File: src/rtl/cds_seq_pkg.sv
// Shared types and switch patterns for the single-ramp CDS sequencer.
// Assumes: steering bit order {3:0} is fixed by the analog column wiring.
package cds_seq_pkg;

    // Conversion phases, visited in this order.
    typedef enum logic [2:0] {
        PH_IDLE,
        PH_SMP_RST,
        PH_SMP_PIX,
        PH_RCMP,
        PH_BRK,
        PH_PCMP,
        PH_FIN
    } phase_e;

    // How a conversion ended.
    typedef enum logic [1:0] {
        FIN_HIT,   // pixel crossing seen: code = count
        FIN_SAT,   // window expired after reset crossing: code = max
        FIN_MISS   // no reset crossing in window: code = 0
    } fin_e;

    // Steering patterns of the difference amplifier input pairs.
    localparam logic [3:0] STEER_PARK = 4'b0101;
    localparam logic [3:0] STEER_RST  = 4'b1001;
    localparam logic [3:0] STEER_PIX  = 4'b0110;
    localparam logic [3:0] STEER_OPEN = 4'b0000;

    // Sampling switch patterns.
    localparam logic [3:0] SAMP_NONE  = 4'b0000;
    localparam logic [3:0] SAMP_RST   = 4'b0101;
    localparam logic [3:0] SAMP_PIX   = 4'b1010;

    // Decoded drive of all analog-facing controls.
    typedef struct packed {
        logic [3:0] samp;
        logic [3:0] steer;
        logic       ramp;
        logic       sync;
        logic       done;
    } drive_t;

endpackage

File: src/rtl/cds_phase_fsm.sv
// Phase controller: steps through sampling, reset-compare, break,
// pixel-compare and finish. Tracks the sampling hold time and the ramp
// window. Emits one finish strobe with the reason the conversion ended.
// Assumes: cmp is synchronous to clk; ramp falls one step per ramp cycle.
module cds_phase_fsm
    import cds_seq_pkg::*;
#(
    parameter int CODE_W   = 10,
    parameter int HOLD_CYC = 4
) (
    input  logic   clk,
    input  logic   rst_n,
    input  logic   start,
    input  logic   cmp,
    output phase_e phase,
    output logic   fin_valid,
    output fin_e   fin_kind,
    output logic   cnt_clr,
    output logic   cnt_en
);

    localparam int              HOLD_W    = (HOLD_CYC > 1) ? $clog2(HOLD_CYC) : 1;
    localparam logic [HOLD_W-1:0] HOLD_LAST = HOLD_W'(HOLD_CYC - 1);
    localparam logic [CODE_W-1:0] TICK_LAST = '1;

    phase_e            nxt;
    logic [HOLD_W-1:0] hold_q;
    logic [CODE_W-1:0] tick_q;
    logic              tick_last;
    logic              hold_end;
    logic              on_ramp;
    logic              sampling;

    assign tick_last = (tick_q == TICK_LAST);
    assign hold_end  = (hold_q == HOLD_LAST);
    assign on_ramp   = (phase == PH_RCMP) || (phase == PH_BRK) || (phase == PH_PCMP);
    assign sampling  = (phase == PH_SMP_RST) || (phase == PH_SMP_PIX);

    // Next phase and finish reason.
    always_comb begin
        nxt       = phase;
        fin_valid = 1'b0;
        fin_kind  = FIN_HIT;
        case (phase)
            PH_IDLE:    if (start) nxt = PH_SMP_RST;
            PH_SMP_RST: if (hold_end) nxt = PH_SMP_PIX;
            PH_SMP_PIX: if (hold_end) nxt = PH_RCMP;
            PH_RCMP: begin
                if (tick_last) begin
                    nxt       = PH_FIN;
                    fin_valid = 1'b1;
                    fin_kind  = cmp ? FIN_SAT : FIN_MISS;
                end else if (cmp) begin
                    nxt = PH_BRK;
                end
            end
            PH_BRK: begin
                if (tick_last) begin
                    nxt       = PH_FIN;
                    fin_valid = 1'b1;
                    fin_kind  = FIN_SAT;
                end else begin
                    nxt = PH_PCMP;
                end
            end
            PH_PCMP: begin
                if (cmp) begin
                    nxt       = PH_FIN;
                    fin_valid = 1'b1;
                    fin_kind  = FIN_HIT;
                end else if (tick_last) begin
                    nxt       = PH_FIN;
                    fin_valid = 1'b1;
                    fin_kind  = FIN_SAT;
                end
            end
            PH_FIN:     nxt = PH_IDLE;
            default:    nxt = PH_IDLE;
        endcase
    end

    // Counter controls: clear in the break cycle, count while pixel not reached.
    assign cnt_clr = (phase == PH_BRK);
    assign cnt_en  = (phase == PH_PCMP) && !cmp;

    // Phase register.
    always_ff @(posedge clk) begin
        if (!rst_n) phase <= PH_IDLE;
        else        phase <= nxt;
    end

    // Sampling hold timer, restarted on every phase change.
    always_ff @(posedge clk) begin
        if (!rst_n)              hold_q <= '0;
        else if (nxt != phase)   hold_q <= '0;
        else if (sampling)       hold_q <= hold_q + 1'b1;
    end

    // Ramp window position, zero whenever the ramp is parked.
    always_ff @(posedge clk) begin
        if (!rst_n || !on_ramp) tick_q <= '0;
        else                    tick_q <= tick_q + 1'b1;
    end

endmodule

File: src/rtl/cds_code_counter.sv
// Sync-gated counter and output code register.
// Assumes: cnt_clr and cnt_en are never high together; fin_valid is a
// one-cycle strobe on the edge that enters the finish phase.
module cds_code_counter
    import cds_seq_pkg::*;
#(
    parameter int CODE_W = 10
) (
    input  logic              clk,
    input  logic              rst_n,
    input  logic              cnt_clr,
    input  logic              cnt_en,
    input  logic              fin_valid,
    input  fin_e              fin_kind,
    output logic [CODE_W-1:0] code
);

    localparam logic [CODE_W-1:0] CODE_MAX = '1;

    logic [CODE_W-1:0] count_q;

    // Saturating count of pixel-compare cycles before the crossing.
    always_ff @(posedge clk) begin
        if (!rst_n || cnt_clr)             count_q <= '0;
        else if (cnt_en && count_q != CODE_MAX) count_q <= count_q + 1'b1;
    end

    // Output code, updated only when a conversion finishes.
    always_ff @(posedge clk) begin
        if (!rst_n) begin
            code <= '0;
        end else if (fin_valid) begin
            case (fin_kind)
                FIN_HIT:  code <= count_q;
                FIN_SAT:  code <= CODE_MAX;
                FIN_MISS: code <= '0;
                default:  code <= '0;
            endcase
        end
    end

endmodule

File: src/rtl/cds_switch_decode.sv
// Maps the current phase onto sampling switches, steering switches,
// ramp enable, sync and done. Purely combinational.
// Assumes: phase comes straight from a register, so outputs change once per clock.
module cds_switch_decode
    import cds_seq_pkg::*;
(
    input  phase_e phase,
    output drive_t drv
);

    // Phase-to-switch table.
    always_comb begin
        drv       = '0;
        drv.samp  = SAMP_NONE;
        drv.steer = STEER_PARK;
        case (phase)
            PH_SMP_RST: drv.samp = SAMP_RST;
            PH_SMP_PIX: drv.samp = SAMP_PIX;
            PH_RCMP: begin
                drv.steer = STEER_RST;
                drv.ramp  = 1'b1;
            end
            PH_BRK: begin
                drv.steer = STEER_OPEN;
                drv.ramp  = 1'b1;
                drv.sync  = 1'b1;
            end
            PH_PCMP: begin
                drv.steer = STEER_PIX;
                drv.ramp  = 1'b1;
                drv.sync  = 1'b1;
            end
            PH_FIN:  drv.done = 1'b1;
            default: drv.steer = STEER_PARK;
        endcase
    end

endmodule

File: src/rtl/cds_ramp_seq.sv
// Top of the single-ramp CDS sequencer: phase controller, sync-gated
// counter and switch decoder. One conversion per accepted start pulse.
// Assumes: cmp reflects the ramp against the level selected by steer_sw.
module cds_ramp_seq
    import cds_seq_pkg::*;
#(
    parameter int CODE_W   = 10,
    parameter int HOLD_CYC = 4
) (
    input  logic              clk,
    input  logic              rst_n,
    input  logic              start,
    input  logic              cmp,
    output logic [3:0]        samp_sw,
    output logic [3:0]        steer_sw,
    output logic              ramp_run,
    output logic              sync,
    output logic [CODE_W-1:0] code,
    output logic              done
);

    phase_e phase;
    logic   fin_valid;
    fin_e   fin_kind;
    logic   cnt_clr;
    logic   cnt_en;
    drive_t drv;

    cds_phase_fsm #(
        .CODE_W   (CODE_W),
        .HOLD_CYC (HOLD_CYC)
    ) u_fsm (
        .clk       (clk),
        .rst_n     (rst_n),
        .start     (start),
        .cmp       (cmp),
        .phase     (phase),
        .fin_valid (fin_valid),
        .fin_kind  (fin_kind),
        .cnt_clr   (cnt_clr),
        .cnt_en    (cnt_en)
    );

    cds_code_counter #(
        .CODE_W (CODE_W)
    ) u_cnt (
        .clk       (clk),
        .rst_n     (rst_n),
        .cnt_clr   (cnt_clr),
        .cnt_en    (cnt_en),
        .fin_valid (fin_valid),
        .fin_kind  (fin_kind),
        .code      (code)
    );

    cds_switch_decode u_dec (
        .phase (phase),
        .drv   (drv)
    );

    // Drive the ports from the decoded pattern.
    assign samp_sw  = drv.samp;
    assign steer_sw = drv.steer;
    assign ramp_run = drv.ramp;
    assign sync     = drv.sync;
    assign done     = drv.done;

endmodule

File: config.mk
export PLATFORM = sky130hd
export DESIGN_NAME = cds_ramp_seq
export DESIGN_NICKNAME = d
export VERILOG_FILES = /design/src/rtl/cds_seq_pkg.sv /design/src/rtl/cds_phase_fsm.sv /design/src/rtl/cds_code_counter.sv /design/src/rtl/cds_switch_decode.sv /design/src/rtl/cds_ramp_seq.sv
export SDC_FILE = /design/constraint.sdc
export NUM_CORES = 1
export LEC_CHECK = 0
export BUFFER_PORTS_ARGS = -buffer_cell sky130_fd_sc_hd__clkbuf_2
export CELL_PAD_IN_SITES_DETAIL_PLACEMENT = 0
export CELL_PAD_IN_SITES_GLOBAL_PLACEMENT = 2
export CORE_UTILIZATION = 34
export CTS_CLUSTER_SIZE = 40
export DETAILED_ROUTE_END_ITERATION = 16
export PLACE_DENSITY_LB_ADDON = 0.1
export SYNTH_ARGS = -nofsm -noshare
export SYNTH_HDL_FRONTEND = slang
export SYNTH_SLANG_ARGS = --single-unit
File: constraint.sdc
create_clock -name clk -period 1.9 [get_ports clk]
set_input_delay 0.38 -clock clk [delete_from_list [all_inputs] [get_ports clk]]
set_output_delay 0.38 -clock clk [all_outputs]
set_load 0.03 [all_outputs]
==> key figures <==
CTS
  – Clk root buf: clkbuf_8
  – Htree depth: 2
  – Total CTS buffers: 5
  – CTS tree: built
  – Max Root-Sink Buffers: 2
  – Clock sink total: 35
  – Clock-pin transition on the worst setup and hold timing paths: 70 ps
  – Worst-skew pair later-pin latency: 290 ps

Global routing
  – Vias in the first global route: ~1400
  – Initial antenna violation count: 0
  – First-pass GRT wire length: 6550 um
  – GRT overflow: 0
  – GRT Util Overall: 16.1%
  – Largest net degree at the start of global routing: 17

Min path
  – Hold Crit Class: primary input to register
  – Worst hold start: cmp

Synthesis
  – #FFs+latches synth: 35
  – Multiplexer share of the synthesized area: 1.94%
  – Syn_nets: 205
  – Post-synthesis adder-cell area fraction: between 2 and 2.5%
  – Asr flop ratio synth: 0%
  – Area share of the largest cell type after synthesis: about 40%
  – Number of synthesized flops with an enable pin: 0
  – Register area share after synthesis: ~40%
  – Post-synthesis cell count: 198
  – Synth area leader: dfxtp_1
  – Most common cell in the synthesized netlist: dfxtp_1
  – Mean Syn Cell Area: 8.79 um2
  – Synth Area in Compound Gates: 16.4%
  – Commonest cells post-synth: dfxtp_1 (35), nor2_1 (29), a21oi_1 (16)
  – Post-Synth XOR/XNOR Area: a little under a tenth
  – Post-Synth Simple-Gate Area: 25.8%
  – Largest family of logic cells by synthesized area: simple AND/OR/NAND/NOR gates
  – Yosys cell types: 42
  – Synthesized area: 1740 um2
  – Top cells by area, synth: dfxtp_1 (40%), xor2_1 (7.0%), nor2_1 (6.3%)
  – Yosys warns: 0
  – Post-synth top flop: dfxtp_1

Final layout
  – Layout area overhead: 18.0%
  – Nets: ~230
  – Filler instances: ~500
  – Share of cells above drive strength 1: 24.1%
  – ANT cells: 0

Floorplan
  – # rows: 25
  – Die Span X: 73.5 um
  – Core ar.: 4820 um2
  – Die Ht: 73.5 um
  – Initial Util: 36.1%
  – I/O Pins: 25
  – DIE AREA: between 5000 and 6000 um2

Power and ir drop
  – Pwr dens: 643 nW/um2
  – Switching part of the total: 22.9%
  – Static leakage: 0.810 nW
  – Clk network pwr share: between 30% and 40%
  – Cell Int Power: 1.02 mW
  – Net Sw Power: 0.302 mW
  – Peak supply drop: around 0.00042 V
  – Comb pwr share: approximately 4.4%
  – Sequential share of power: 56.2%

Timing
  – Slew HR: 66.1%
  – Setup violators final: 0
  – RSZ-0062 raised after global routing: false
  – Tmin final: 1780 ps
  – Slew Limit Fails: 0
  – TNS Setup: 0 ps
  – Hold WS: 469 ps
  – FMAX: 561 MHz
  – Tcrit/Tclk final: 93.9%
  – Least-Margin Pin Slew: ~500 ps
  – Final hold violations: 0
  – Post-route clock skew: 6.14 ps
  – Setup ws final: 117 ps

Setup path
  – Crit path arrival time: 1400 ps
  – Crit. End Element: output port
  – R2R Setup Slk: ~180 ps
  – Critical Path Source: u_fsm.phase[0]$_SDFF_PN0_
  – Critical Path End: ramp_run
  – Startpoint Class: register
  – Reg2Reg Depth: 7
  – R2R Path Start: u_fsm.tick_q[0]$_SDFF_PP0_
  – Reg2reg end: u_cnt.code[7]$_SDFFE_PN0P_
  – CP required: 1520 ps
  – Worst Setup Path Type: register to output port
  – Max FO, Critical Path: 9

Job
  – Maxcap violations: 0

Status
  – Status: complete, no violations

Detailed routing
  – Vias/cell: 4.95
  – DRT Pass-1 Iters: 4
  – DR iter-0 viols: 92
  – Detailed Route WL: slightly below 4000 um
  – DRC: 0
  – Final ANT Viol Nets: 0
  – Routed len/inst: 13.3 um
  – Via count: approximately 1500

Placed design
  – GPL Wtd Cong: 0.789
  – Post-DP HPWL: slightly below 3000 um
  – Port Buffers: 24
  – Worst slack, placed: roughly 64 ps
worst min-delay path by stage:
stage,end,slack [ps],depth (start not counted)
after CTS,u_fsm.phase[2]$_SDFF_PN0_,470,3
after global placement,u_fsm.tick_q[0]$_SDFF_PP0_,440,1
after global routing,u_fsm.tick_q[0]$_SDFF_PP0_,510,1
after floorplan,u_fsm.tick_q[0]$_SDFF_PP0_,430,1
after detailed placement,u_fsm.tick_q[0]$_SDFF_PP0_,460,1
final,u_fsm.phase[2]$_SDFF_PN0_,470,3
area by class of cell:
class                   instances  area (um2)  share of cell area, %
clock inverters                 1        5.00                  0.244
repair buffers                 33         188                   9.14
clock buffers                   7        76.3                   3.72
multi-input cells             150         988                   48.1
inverters                       2        7.51                  0.366
well taps                      67        83.8                   4.08
flip-flops and latches         35         704                   34.3
state kept, by name (all words and copies together) (netlist names):
| name | count |
|---|---|
| u_cnt.code | 10 |
| u_cnt.count_q | 10 |
| u_fsm.tick_q | 10 |
| u_fsm.phase | 3 |
| u_fsm.hold_q | 2 |
worst max-delay path, cell delays in order, from the launching register on:
cell and delay, ps:
dfxtp_2 410, inv_1 160, o21ai_2 280, clkbuf_2 260
metrics by stage:
stage	cell area (um2)	std cells	utilization (%)	total power, mW
floorplan	1750	198	-	0.802
global placement	1950	287	40.4	0.816
detailed placement	1950	287	40.4	0.817
CTS	2030	295	42.2	1.34
global route	2050	295	42.6	1.37
finish	2050	295	42.6	1.32
power groups by stage:
stage	logic [mW]	registers, mW	clock network [mW]
after floorplan	0.0464	0.755	0
after global placement	0.0578	0.758	0
after detailed placement	0.0585	0.758	0
after CTS	0.0591	0.742	0.536
after global routing	0.0659	0.742	0.561
final	0.0584	0.742	0.519
metal layers:
layer  vias up  GRT usage (%)  share of wire [%]
li1        751              -                  -
met1       671           22.2                 53
met2        34           23.0                 41
met3         5           4.53                4.7
met4         0           7.48                1.5
met5         -              0                  0
kinds of logic (layout without fill, tap and decap cells):
group | after synthesis | after routing
AO/OA/AOI/OAI | 40 | 40
multiplexers | 3 | 3
flip-flops | 35 | 35
AND/OR/NAND/NOR | 86 | 86
buffers and inverters | 13 | 43
XOR/XNOR | 18 | 18
adder cells (fa/ha/maj) | 3 | 3
placed cells by master (no fill, tap or decap), types with 2 or more instances in the layout:
| master | count |
|---|---|
| a21oi_1 | 16 |
| and2_1 | 11 |
| and3_1 | 5 |
| buf_4 | 9 |
| clkbuf_1 | 2 |
| clkbuf_2 | 24 |
| clkbuf_8 | 5 |
| dfxtp_1 | 32 |
| dfxtp_2 | 3 |
| ha_1 | 3 |
| inv_1 | 2 |
| mux2i_1 | 2 |
| nand2_1 | 11 |
| nand3_1 | 9 |
| nand4_1 | 3 |
| nor2_1 | 28 |
| nor2b_1 | 3 |
| nor3_1 | 3 |
| nor3_2 | 2 |
| o21ai_0 | 2 |
| o21ai_1 | 2 |
| o2bb2ai_1 | 10 |
| xnor2_1 | 4 |
| xor2_1 | 14 |
repair_timing:
item,4_1_cts,5_1_grt
gates resized for setup,2,5
setup endpoints to repair,3,13
cloned,0,0
setup buffers,0,0
hold buffers,0,0
Note: power is estimated with default switching activity, not from simulation.
